[src/rtl/tport_pkg.sv]
package tport_pkg;
  localparam int unsigned MAX_LANES = 4;
  localparam int unsigned DW        = 8;
  localparam logic [DW-1:0] CODE_NORMAL = 8'h00;
  localparam logic [DW-1:0] CODE_CLK    = 8'h34;
  localparam logic [DW-1:0] CODE_SETTLE = 8'h75;

  function automatic logic [DW-1:0] lane_code(input int unsigned idx);
    case (idx)
      0:       lane_code = 8'h44;
      1:       lane_code = 8'h54;
      2:       lane_code = 8'h84;
      default: lane_code = 8'h94;
    endcase
  endfunction

  function automatic logic code_impl(input logic [DW-1:0] code, input int unsigned lanes);
    code_impl = (code == CODE_CLK) || (code == CODE_SETTLE);
    for (int unsigned i = 0; i < lanes; i++)
      if (code == lane_code(i)) code_impl = 1'b1;
  endfunction
endpackage

[src/rtl/tport_edge.sv]
module tport_edge #(
  parameter int unsigned STAGES = 2
) (
  input  logic clk_i,
  input  logic rst_ni,
  input  logic tclk_i,
  output logic rise_o,
  output logic fall_o
);
  // sh[STAGES-1] is the synchronised level, sh[STAGES] its previous value
  logic [STAGES:0] sh_q;

  always_ff @(posedge clk_i or negedge rst_ni) begin
    if (!rst_ni) sh_q <= '1;  // idle-high test clock: no edge out of reset
    else         sh_q <= {sh_q[STAGES-1:0], tclk_i};
  end

  assign rise_o =  sh_q[STAGES-1] & ~sh_q[STAGES];
  assign fall_o = ~sh_q[STAGES-1] &  sh_q[STAGES];
endmodule

[src/rtl/tport_regs.sv]
module tport_regs
  import tport_pkg::*;
#(
  parameter int unsigned LANES = 4
) (
  input  logic                clk_i,
  input  logic                rst_ni,
  input  logic                clr_i,
  input  logic                wr_i,
  input  logic [DW-1:0]       code_i,
  input  logic [DW-1:0]       din_i,
  output logic [DW-1:0]       clk_lane_o,
  output logic [LANES*DW-1:0] lane_o,
  output logic [DW-1:0]       settle_o,
  output logic [DW-1:0]       rdata_o
);
  always_ff @(posedge clk_i or negedge rst_ni) begin
    if (!rst_ni)                           clk_lane_o <= '0;
    else if (clr_i)                        clk_lane_o <= '0;
    else if (wr_i && code_i == CODE_CLK)   clk_lane_o <= din_i;
  end

  always_ff @(posedge clk_i or negedge rst_ni) begin
    if (!rst_ni)                            settle_o <= '0;
    else if (clr_i)                         settle_o <= '0;
    else if (wr_i && code_i == CODE_SETTLE) settle_o <= din_i;
  end

  for (genvar g = 0; g < LANES; g++) begin : g_lane
    localparam logic [DW-1:0] MyCode = lane_code(g);
    always_ff @(posedge clk_i or negedge rst_ni) begin
      if (!rst_ni)                      lane_o[g*DW +: DW] <= '0;
      else if (clr_i)                   lane_o[g*DW +: DW] <= '0;
      else if (wr_i && code_i == MyCode) lane_o[g*DW +: DW] <= din_i;
    end
  end

  always_comb begin
    rdata_o = '0;
    if (code_i == CODE_CLK)    rdata_o = clk_lane_o;
    if (code_i == CODE_SETTLE) rdata_o = settle_o;
    for (int unsigned i = 0; i < LANES; i++)
      if (code_i == lane_code(i)) rdata_o = lane_o[i*DW +: DW];
  end
endmodule

[src/rtl/tport_cfg.sv]
module tport_cfg
  import tport_pkg::*;
#(
  parameter int unsigned NUM_LANES   = 4,
  parameter int unsigned SYNC_STAGES = 2
) (
  input  logic                         clk_i,
  input  logic                         rst_ni,
  input  logic [7:0]                   tst_din_i,
  input  logic                         tst_en_i,
  input  logic                         tst_clk_i,
  input  logic                         tst_clr_i,
  output logic [7:0]                   tst_dout_o,
  output logic                         test_mode_o,
  output logic [7:0]                   clk_lane_ctrl_o,
  output logic [NUM_LANES*8-1:0]       lane_ctrl_o,
  output logic [NUM_LANES*(DW-1)-1:0]  lane_freq_o,
  output logic [7:0]                   settle_thr_o
);
  logic          rise_pulse, fall_pulse, cap_pulse, wr_pulse;
  logic [DW-1:0] code_q;

  tport_edge #(.STAGES(SYNC_STAGES)) u_edge (
    .clk_i (clk_i),
    .rst_ni(rst_ni),
    .tclk_i(tst_clk_i),
    .rise_o(rise_pulse),
    .fall_o(fall_pulse)
  );

  assign cap_pulse = fall_pulse &  tst_en_i;
  assign wr_pulse  = rise_pulse & ~tst_en_i;

  always_ff @(posedge clk_i or negedge rst_ni) begin
    if (!rst_ni) begin
      code_q      <= CODE_NORMAL;
      test_mode_o <= 1'b0;
    end else if (tst_clr_i) begin
      code_q      <= CODE_NORMAL;
      test_mode_o <= 1'b0;
    end else if (cap_pulse) begin
      code_q      <= tst_din_i;
      test_mode_o <= (tst_din_i != CODE_NORMAL);
    end
  end

  tport_regs #(.LANES(NUM_LANES)) u_regs (
    .clk_i     (clk_i),
    .rst_ni    (rst_ni),
    .clr_i     (tst_clr_i),
    .wr_i      (wr_pulse),
    .code_i    (code_q),
    .din_i     (tst_din_i),
    .clk_lane_o(clk_lane_ctrl_o),
    .lane_o    (lane_ctrl_o),
    .settle_o  (settle_thr_o),
    .rdata_o   (tst_dout_o)
  );

  // frequency-range field sits above bit 0
  for (genvar g = 0; g < NUM_LANES; g++) begin : g_freq
    assign lane_freq_o[g*(DW-1) +: DW-1] = lane_ctrl_o[g*DW+1 +: DW-1];
  end
endmodule

[config.mk]
export PLATFORM = sky130hd
export DESIGN_NAME = tport_cfg
export DESIGN_NICKNAME = d
export VERILOG_FILES = /design/src/rtl/tport_pkg.sv /design/src/rtl/tport_edge.sv /design/src/rtl/tport_regs.sv /design/src/rtl/tport_cfg.sv
export SDC_FILE = /design/constraint.sdc
export NUM_CORES = 1
export LEC_CHECK = 0
export CAP_MARGIN = 20
export CELL_PAD_IN_SITES_DETAIL_PLACEMENT = 1
export CELL_PAD_IN_SITES_GLOBAL_PLACEMENT = 2
export CORE_ASPECT_RATIO = 0.75
export CORE_MARGIN = 1
export CORE_UTILIZATION = 29
export CTS_CLUSTER_DIAMETER = 60
export DETAILED_ROUTE_END_ITERATION = 8
export HOLD_SLACK_MARGIN = 0.15
export PLACE_DENSITY_LB_ADDON = 0.25
export REMOVE_ABC_BUFFERS = 1
export SLEW_MARGIN = 10
export SYNTH_ARGS = -nofsm -noshare
export SYNTH_HDL_FRONTEND = slang
export SYNTH_SLANG_ARGS = --single-unit
[constraint.sdc]
create_clock -name clk_i -period 2.17 [get_ports clk_i]
set_input_delay 0.434 -clock clk_i [delete_from_list [all_inputs] [get_ports clk_i]]
set_output_delay 0.434 -clock clk_i [all_outputs]
set_load 0.02 [all_outputs]
# == Yosys cells after proc, flatten, opt, wreduce, memory -nomap -nowiden ==
# Index checks and enable logic that the tools add are counted.
# totals
wordCells,58
inputBits,13
ff_bits,60
# classes
muxes,22
bitwise_logic,7
n_reduce_logical,14
n_eq_ne,6
# op_table
operator,n
$mux W8,20
$eq A8 B7 Y1 const B,3
$eq A8 B8 Y1 const B,2
$reduce_bool A2 Y1,7
$eq A8 B6 Y1 const B,1
$reduce_bool A8 Y1,1
$logic_and A1 B1 Y1,6
$and A1 B1 Y1,4
$not A1 Y1,3
$mux W1,2

# == Depth between registers and ports, before layout ==
# Gate-level depths: netlist (run 1).
# logic_depth
word_depth,7
ltp_mapped,7

# == Hierarchy ==
# Synthesis (run 1) repeated with hierarchy kept, for this count alone.
# unflattened
hier_cells,306
area_unflattened_um2,3338.2
# by_module_without_submodules
mod,cells_each,seq_area_each_um2,area_each_um2,instances
tport_regs,231,1201.2,2645.0,1
tport_cfg,70,225.2,599.3,1
tport_edge,5,78.8,93.8,1

# == Worst setup path before layout (run 1) ==
# Ideal clock, no wire load.
# synth_path
kind,reg2out
startpoint,reg code_q[7]
endpoint,out tst_dout_o[0]
path_stages_with_launch,7
t_arrival_ps,1674
required_time_ps,1736
slack_ps,62
n_path_buf,2
cell_sequence,dfrtp_1 > buf_2 > nand4bb_1 > buf_2 > nor3_1 > o22ai_1 > a22oi_1
# synth_between
elab_chain_cells,7
elab_cells_between_ends,12
classes_between,eq/ne: 6; mux: 6
# synth_rtl
item,line,rtl
"start, declared",tport_cfg.sv:21,logic [DW-1:0] code_q;
"start signal, assigned",tport_cfg.sv:42,code_q <= tst_din_i;
$eq A8 B6 Y1,tport_regs.sv:40,if (code_i == CODE_CLK) rdata_o = clk_lane_o;
$mux W8,tport_regs.sv:40,
$mux W8,tport_regs.sv:41,if (code_i == CODE_SETTLE) rdata_o = settle_o;
$mux W8 (3 in a row),tport_regs.sv:43,if (code_i == lane_code(i)) rdata_o = lane_o[i*DW +: DW];
$mux W8 (*),tport_regs.sv:43,
"end, declared",tport_cfg.sv:13,"output logic [7:0] tst_dout_o,"
# Every way passes the cells marked *; elsewhere a longest branch is shown, timed or not.

# == Worst setup path in the final report (run 1) ==
# layout_path
startpoint,reg code_q[6]
endpoint,out tst_dout_o[2]
# Same word-level chain as after synthesis.

==> impl_results.rst, run 1 <==
.. list-table::
   :header-rows: 1

   * - Metric
     - Value
   * - Run status
     - finished with violations
   * - Slowest cell on the critical path
     - sky130_fd_sc_hd__dfrtp_2
   * - CP delay by family, top
     - simple AND/OR/NAND/NOR gates
   * - Clk Latency, worst-skew pair
     - around 0.34 ns
   * - Antenna-violating nets left
     - 0
   * - Power consumption
     - 2980 µW
   * - Global-route usage over all layers
     - about 22%
   * - Leading cell types by count after synthesis
     - sky130_fd_sc_hd__nor2_1, sky130_fd_sc_hd__dfrtp_1, sky130_fd_sc_hd__mux2i_1
   * - Count of buffers inserted at the top-level ports
     - 97
   * - Critical path class
     - reg2out
   * - Slew Viols, Final
     - 0
   * - Share of synthesized area occupied by flip-flops and latches
     - 45.1%
   * - Final Skew
     - 0.00704 ns
   * - Violations in the final reports
     - setup timing
   * - Crit start category
     - register
   * - Largest stage delay on the critical path
     - 0.41 ns
   * - Area contributors post-synth
     - sky130_fd_sc_hd__dfrtp_1, sky130_fd_sc_hd__mux2i_1, sky130_fd_sc_hd__nor2_1
   * - Flip-flop and latch area
     - 1510 µm²
   * - Sequential share of power
     - 38.3%
   * - Dpl ws
     - -0.471 ns
   * - Class of the most critical hold timing path
     - reg2reg
   * - Placed cells
     - 574
   * - TNS Setup
     - -1.09 ns
   * - Drt initial violations
     - 97
   * - Standard-cell rows
     - 33
   * - Final routed wirelength across all metal layers
     - 12.3 mm
   * - Peak fanout along the critical path
     - 6
   * - Final hold violation count
     - 0
   * - Ratio of total power to cell area
     - between 500 and 600 nW/µm²
   * - Fraction of power spent switching nets
     - 23.2%
   * - Largest area contributor in the netlist
     - sky130_fd_sc_hd__dfrtp_1
   * - Area enclosed by the die boundary
     - 12000 µm²
   * - Worst setup slack after layout
     - -0.153 ns
   * - Critical register-to-register path startpoint
     - code_q[6]
   * - Number of antenna repair diodes
     - 0
   * - Capturing element type of the critical path
     - output port
   * - DIE WIDTH
     - roughly 130 µm
   * - Fraction of final layout cells with drive strength greater than 1
     - roughly a third
   * - Mean Syn Cell Area
     - approximately 10 µm²
   * - Series of cell instances along the critical path
     - buf_4, nand4bb_4, or2_4, o2bb2ai_2, o2bb2ai_1, buf_4
   * - Wire length of the first global-routing pass
     - 19.2 mm
   * - Routed vias
     - around 3000
   * - Residual overflow from global routing
     - 0
   * - Filler Cells Inserted
     - 1201
   * - Most frequently used flop master after synthesis
     - sky130_fd_sc_hd__dfrtp_1
   * - Unique masters post-synth
     - 42
   * - Clock network power share
     - between 50% and 60%
   * - Share of the synthesized area in the top cell type
     - 42.7%
   * - Critical Path Sink
     - tst_dout_o[2]
   * - Number of optimization iterations in the first detailed-route pass
     - 4
   * - Die Y-Extent
     - 95.0 µm
   * - Library cell with the highest instance count after synthesis
     - sky130_fd_sc_hd__nor2_1
   * - CTS tree
     - done
   * - WP buf/inv
     - 2
   * - Area inside the core boundary
     - 11100 µm²
   * - Arrival time at the worst endpoint
     - between 1.5 and 2 ns
   * - Relative slew margins
     - 59.3%
   * - Leakage
     - 0.00228 µW
   * - Dpl hpwl
     - 8.68 mm
   * - Combined area of all synthesized cells
     - approximately 3300 µm²
   * - Maximum buffer depth of the clock tree
     - 2
   * - Register-to-register path setup slack
     - 0.16 ns
   * - Setup repair after global routing missed its margin
     - yes
   * - Area of the multi-input gates
     - between 1500 and 2000 µm²
   * - Int Power
     - 2290 µW
   * - Sink Count
     - 60
   * - Post-synthesis async set-or-reset flop share
     - 100%
   * - Clk root buf
     - sky130_fd_sc_hd__clkbuf_16
   * - Number of warnings issued by yosys
     - 0
   * - Maximum clock frequency
     - between 400 and 500 MHz
   * - Total CTS buffers
     - 9
   * - DRC violation count after routing
     - 0
   * - Routed length per instance
     - between 20 and 25 µm
   * - Number of antenna violations at the first check in global routing
     - 0
   * - EDFF count, synth
     - 0
   * - Clock-pin slew on the worst setup and hold paths
     - about 0.05 ns
   * - Least-Margin Pin Slew
     - 0.611 ns
   * - Post-synthesis register bit count
     - 60
   * - Pin count of the biggest net entering global routing
     - 61
   * - Number of failing setup endpoints in the final timing report
     - 8
   * - Required time of the critical path
     - 1.74 ns
   * - Final Cycle Share
     - 107%
   * - Worst reg2reg path endpoint
     - u_regs.lane_o[18]
   * - CP Launch Point
     - code_q[6]
   * - Number of levels in the clock H-tree
     - 3
   * - Net switching component of the power
     - 690 µW
   * - Combinational power share
     - 8.4%
   * - Number of ports placed on the die boundary
     - 98
   * - Post-layout min period
     - 2.32 ns
   * - Placer's final routability congestion estimate
     - around 0.84
   * - Vias in the first global route
     - between 3000 and 4000
   * - Max-capacitance violation count
     - 0
   * - Effective utilization at floorplan
     - 30.2%
   * - Nets
     - 463
   * - Critical Path Stages
     - 6
   * - Area growth from synthesis to layout
     - 61.7%
   * - Highest ir drop seen on vdd
     - 0.333 mV
   * - Number of cells on the worst reg-to-reg path
     - 9
   * - Routed vias/inst
     - 5.07
   * - Number of standard cells in the layout, taps in and fillers out
     - 594
   * - Number of instances in the synthesized netlist
     - 333
   * - Most common cell on crit path
     - sky130_fd_sc_hd__buf_4
per-layer routing:
layer	global-route usage, %	part of all wire, %	vias up
met5	0	0	-
met2	34.3	45	89
met3	5.55	5.4	11
met4	5.62	0.99	0
met1	30.2	48	1525
li1	-	-	1384
sequential cells by signal (all words and copies together), names as in the netlist:
name	cells
u_regs.clk_lane_o	8
u_regs.settle_o	8
u_regs.lane_o	32
code_q	8
test_mode_o	1
u_edge.sh_q	3
final cells by class:
type	instances	share of cell area [%]
multi-input cells	211	33.6
clock inverters	4	1.34
clock buffers	11	4.68
flip-flops and latches	60	27.9
well taps	140	3.24
repair buffers	162	28.8
inverters	6	0.417
power by group through the flow:
| stage | registers, µW | logic (µW) | clock network [µW] |
|---|---|---|---|
| floorplan | 1160 | 50.6 | 0 |
| global placement | 1160 | 214 | 0 |
| detailed placement | 1160 | 216 | 0 |
| CTS | 1140 | 247 | 1610 |
| global route | 1140 | 270 | 1670 |
| finish | 1140 | 251 | 1590 |
worst min path at each step:
stage              startpoint        endpoint  slack, ns  cells after the start
2_1_floorplan          rst_ni       code_q[0]       0.14                      0
3_3_place_gp   u_edge.sh_q[0]  u_edge.sh_q[1]       0.35                      0
3_5_place_dp   u_edge.sh_q[0]  u_edge.sh_q[1]       0.35                      0
4_1_cts        u_edge.sh_q[0]  u_edge.sh_q[1]       0.36                      0
5_1_grt        u_edge.sh_q[0]  u_edge.sh_q[1]       0.36                      0
6_report       u_edge.sh_q[0]  u_edge.sh_q[1]       0.35                      0
logic make-up after synthesis:
| family | Yosys count | synth area share (%) |
|---|---|---|
| multiplexers | 56 | 16.8 |
| buffers and inverters | 62 | 10.4 |
| AND/OR/NAND/NOR | 104 | 17.2 |
| AO/OA/AOI/OAI | 51 | 10.5 |
| flip-flops | 60 | 45.1 |
repair_timing:
action                                 in CTS  in global routing
hold buffers                                1                  0
pin swaps                                  17                 11
gates resized for setup                   115                 11
endpoints found under the hold margin      57                  0
setup endpoints to repair                   8                 11
setup buffers                               4                  1
worst register-to-register path, stage by stage, from the launching register on:
cell,delay [ns]
sky130_fd_sc_hd__dfrtp_2,0.44
sky130_fd_sc_hd__buf_6,0.15
sky130_fd_sc_hd__nand4bb_4,0.20
sky130_fd_sc_hd__buf_6,0.15
sky130_fd_sc_hd__buf_6,0.12
sky130_fd_sc_hd__buf_4,0.13
sky130_fd_sc_hd__nor4_4,0.21
sky130_fd_sc_hd__buf_12,0.18
sky130_fd_sc_hd__mux2i_1,0.23
sky130_fd_sc_hd__nor2_1,0.06
cell usage in the layout, fill, tap and decap left out, drive strengths merged, types with 2 or more instances in the layout:
cell type | synthesis | routed
dfstp | 3 | 3
o22ai | 10 | 10
buf | 38 | 74
a21oi | 9 | 9
o21ai | 7 | 7
bufinv | 0 | 2
mux2i | 56 | 56
clkdlybuf4s50 | 0 | 87
nand4 | 4 | 4
o2bb2ai | 8 | 8
and3 | 4 | 4
nor2 | 59 | 59
nor4 | 6 | 6
nand2 | 4 | 4
dfrtp | 57 | 57
inv | 6 | 6
clkbuf | 18 | 11
nand4bb | 2 | 2
nor2b | 4 | 4
or2 | 2 | 2
nand3 | 3 | 3
nor3 | 3 | 3
nand3b | 3 | 3
nand2b | 3 | 3
a22oi | 6 | 6
a22o | 5 | 5
stage by stage:
step | hold WS [ns] | cell area [µm²] | utilization (%)
after floorplan | 0.138 | 3010 | -
after global placement | 0.352 | 4660 | 42.1
after detailed placement | 0.349 | 4660 | 42.1
after CTS | 0.356 | 5340 | 48.3
after global routing | 0.359 | 5400 | 48.8
final | 0.355 | 5400 | 48.8
Note: power is estimated with default switching activity, not from simulation.
==> run 2: changes to the inputs <==
- ABC_AREA: default -> 1
- CORE_UTILIZATION: 29 -> 26
==> run 2 against run 1 <==
The flow still finishes with violations (setup timing). Synthesized area shrank 6.2%. Routed wire length shrank 15%. Global-route usage shrank 4.3 points. Via count grew 0.96%. Non-clock buffer count shrank 22.
==> impl_results.rst, run 2 <==
.. list-table::
   :header-rows: 1

   * - Metric
     - Value
   * - Drt initial violations
     - 82
   * - Placer's final routability congestion estimate
     - 0.821
   * - Clk Latency, worst-skew pair
     - 0.34 ns
   * - Wire length of the first global-routing pass
     - 16.7 mm
   * - Fraction of final layout cells with drive strength greater than 1
     - 25.0%
   * - Nets
     - 525
   * - Highest ir drop seen on vdd
     - 0.366 mV
   * - Number of warnings issued by yosys
     - 0
   * - Vias in the first global route
     - 3204
   * - Count of buffers inserted at the top-level ports
     - 97
   * - Class of the most critical hold timing path
     - reg2reg
   * - Run status
     - finished with violations
   * - Setup repair after global routing missed its margin
     - yes
   * - Mean Syn Cell Area
     - 7.95 µm²
   * - Number of antenna violations at the first check in global routing
     - 0
   * - Number of antenna repair diodes
     - 0
   * - Final Skew
     - between 0.009 and 0.01 ns
   * - DIE WIDTH
     - around 130 µm
   * - Routed vias
     - 3038
   * - Final hold violation count
     - 0
   * - Ratio of total power to cell area
     - 666 nW/µm²
   * - Clock-pin slew on the worst setup and hold paths
     - around 0.060 ns
   * - Leading cell types by count after synthesis
     - sky130_fd_sc_hd__nand2_1, sky130_fd_sc_hd__dfrtp_1, sky130_fd_sc_hd__inv_1
   * - Series of cell instances along the critical path
     - inv_2, nand2_2, nor2_4, nand4_4, buf_6, nor2_2, nor2_2, nand2_1, nand2_1, buf_6
   * - WP buf/inv
     - 3
   * - Most frequently used flop master after synthesis
     - sky130_fd_sc_hd__dfrtp_1
   * - Effective utilization at floorplan
     - 26.9%
   * - Flip-flop count of the largest register, all copies and words added
     - 32
   * - TNS Setup
     - -0.479 ns
   * - Global-route usage over all layers
     - 17.7%
   * - Number of ports placed on the die boundary
     - 98
   * - Number of failing setup endpoints in the final timing report
     - 8
   * - Routed vias/inst
     - 4.47
   * - Portion of netlist area occupied by mux cells
     - 0%
   * - Number of levels in the clock H-tree
     - 3
   * - Final hold slack
     - roughly 0.36 ns
   * - Most frequent standard cell in the layout excluding fill and tap cells
     - sky130_fd_sc_hd__nand2_1
   * - Final Cycle Share
     - 104%
   * - Number of standard cells in the layout, taps in and fillers out
     - around 680
   * - Dpl hpwl
     - 7.57 mm
   * - Post-synthesis register bit count
     - 60
   * - Slew Viols, Final
     - 0
   * - Filler Cells Inserted
     - about 1400
   * - Least-Margin Pin Slew
     - 0.553 ns
   * - Synth Area in Compound Gates
     - 13.0%
   * - Pin count of the biggest net entering global routing
     - 61
   * - Max-capacitance violation count
     - 0
   * - XOR/XNOR share of the synthesized area
     - 0%
   * - Area contributors post-synth
     - sky130_fd_sc_hd__dfrtp_1, sky130_fd_sc_hd__nand2_1, sky130_fd_sc_hd__buf_4
   * - Crit start category
     - register
   * - Number of instances in the synthesized netlist
     - 394
   * - Placed cells
     - 656
   * - Library cell with the highest instance count after synthesis
     - sky130_fd_sc_hd__nand2_1
   * - Standard-cell rows
     - 34
   * - EDFF count, synth
     - 0
   * - Commonest cells after routing, fill and taps aside
     - sky130_fd_sc_hd__nand2_1, sky130_fd_sc_hd__clkdlybuf4s50_1, sky130_fd_sc_hd__dfrtp_1, sky130_fd_sc_hd__inv_1, sky130_fd_sc_hd__buf_4
   * - Combined area of all synthesized cells
     - about 3100 µm²
   * - Slowest cell on the critical path
     - sky130_fd_sc_hd__dfrtp_2
   * - CP delay by family, top
     - simple AND/OR/NAND/NOR gates
   * - Largest stage delay on the critical path
     - 0.42 ns
   * - Required time of the critical path
     - about 1.7 ns
   * - Critical path class
     - reg2out
   * - Largest family of logic cells by synthesized area
     - simple AND/OR/NAND/NOR gates
   * - Area enclosed by the die boundary
     - 12500 µm²
   * - Relative slew margins
     - 63.1%
   * - Antenna-violating nets left
     - 0
   * - Area inside the core boundary
     - roughly 12000 µm²
   * - Peak fanout along the critical path
     - 7
   * - Share of the synthesized area in the top cell type
     - 45.5%
   * - Adder-cell area share of the yosys netlist
     - 0%
   * - Maximum buffer depth of the clock tree
     - 2
   * - Leakage
     - between 0.002 and 0.0025 µW
   * - Final routed wirelength across all metal layers
     - between 10 and 15 mm
   * - Register-to-register path setup slack
     - 0.31 ns
   * - Residual overflow from global routing
     - 0
   * - Clk root buf
     - sky130_fd_sc_hd__clkbuf_16
   * - Maximum clock frequency
     - 444 MHz
   * - Register with the most flip-flops
     - u_regs.lane_o
   * - DRC violation count after routing
     - 0
   * - Capturing element type of the critical path
     - output port
   * - Routed length per instance
     - about 15 µm
   * - Post-synthesis async set-or-reset flop share
     - 100%
   * - Simple logic cell fraction of the synthesized area
     - 24.0%
   * - Area growth from synthesis to layout
     - 53.6%
   * - Violations in the final reports
     - setup timing
   * - Largest area contributor in the netlist
     - sky130_fd_sc_hd__dfrtp_1
   * - Unique masters post-synth
     - 29
   * - Worst setup slack after layout
     - -0.0845 ns
   * - CTS tree
     - done
   * - Sink Count
     - 60
   * - Power consumption
     - 3210 µW
   * - Die Y-Extent
     - 97.1 µm
   * - Number of optimization iterations in the first detailed-route pass
     - 4
   * - Post-layout min period
     - 2.25 ns
   * - Share of synthesized area occupied by flip-flops and latches
     - 48.0%
   * - Arrival time at the worst endpoint
     - 1.82 ns
   * - Total CTS buffers
     - 9
run 2: cell families after synthesis:
kind of cell / after synthesis
buffers and inverters: 92
and+or+nand+nor: 170
AOI/OAI and AO/OA: 72
DFF: 60
run 2: final cells by class:
| class | count | area (µm²) | area share (%) |
|---|---|---|---|
| Clock buffer | 10 | 229 | 4.76 |
| Sequential cell | 60 | 1510 | 31.3 |
| Inverter | 59 | 224 | 4.65 |
| Timing Repair Buffer | 140 | 1320 | 27.3 |
| Tap cell | 162 | 203 | 4.21 |
| Clock inverter | 6 | 66.3 | 1.38 |
| Multi-Input combinational cell | 242 | 1270 | 26.4 |
run 2: final timing paths:
check	startpoint	end	cells after the start
hold / removal	u_edge.sh_q[0]	u_edge.sh_q[1]	0
setup / recovery	code_q[5]	tst_dout_o[3]	10
max in group asynchronous	rst_ni	u_edge.sh_q[0]	3
hold reg to reg	u_edge.sh_q[0]	u_edge.sh_q[1]	0
min in group asynchronous	rst_ni	u_regs.clk_lane_o[3]	3
setup reg to reg	code_q[2]	u_regs.lane_o[8]	9
run 2: routing by layer:
layer	routed length [µm]	GRT usage [%]	vias up
li1	-	-	1451
met4	70	4.34	0
met3	453	3.63	8
met1	5180	24.3	1502
met5	0	0	-
met2	4760	28.3	77
run 2: per-stage QoR:
| stage | instance area (µm²) | setup WS (ns) | utilization, % |
|---|---|---|---|
| after global routing | 4810 | -0.190 | 41.3 |
| after CTS | 4750 | -0.0741 | 40.8 |
| after detailed placement | 4340 | -0.230 | 37.2 |
| after global placement | 4340 | -0.283 | 37.2 |
| after floorplan | 2890 | 0.356 | - |
| final | 4810 | -0.0845 | 41.3 |
run 2: what timing repair did:
| action | CTS | global route |
|---|---|---|
| endpoints found under the setup margin | 8 | 8 |
| gates resized for setup | 70 | 15 |
| setup buffers | 5 | 1 |
| pin swaps | 7 | 8 |
| hold buffers | 1 | 0 |
| hold endpoints to repair | 57 | 0 |
run 2: report_power, final:
group	internal (µW)	switching [µW]	leakage, µW
sequential	1180	58.3	0.000794
clock	888	542	0.000135
combinational	237	304	0.00119
total	2300	905	0.00212
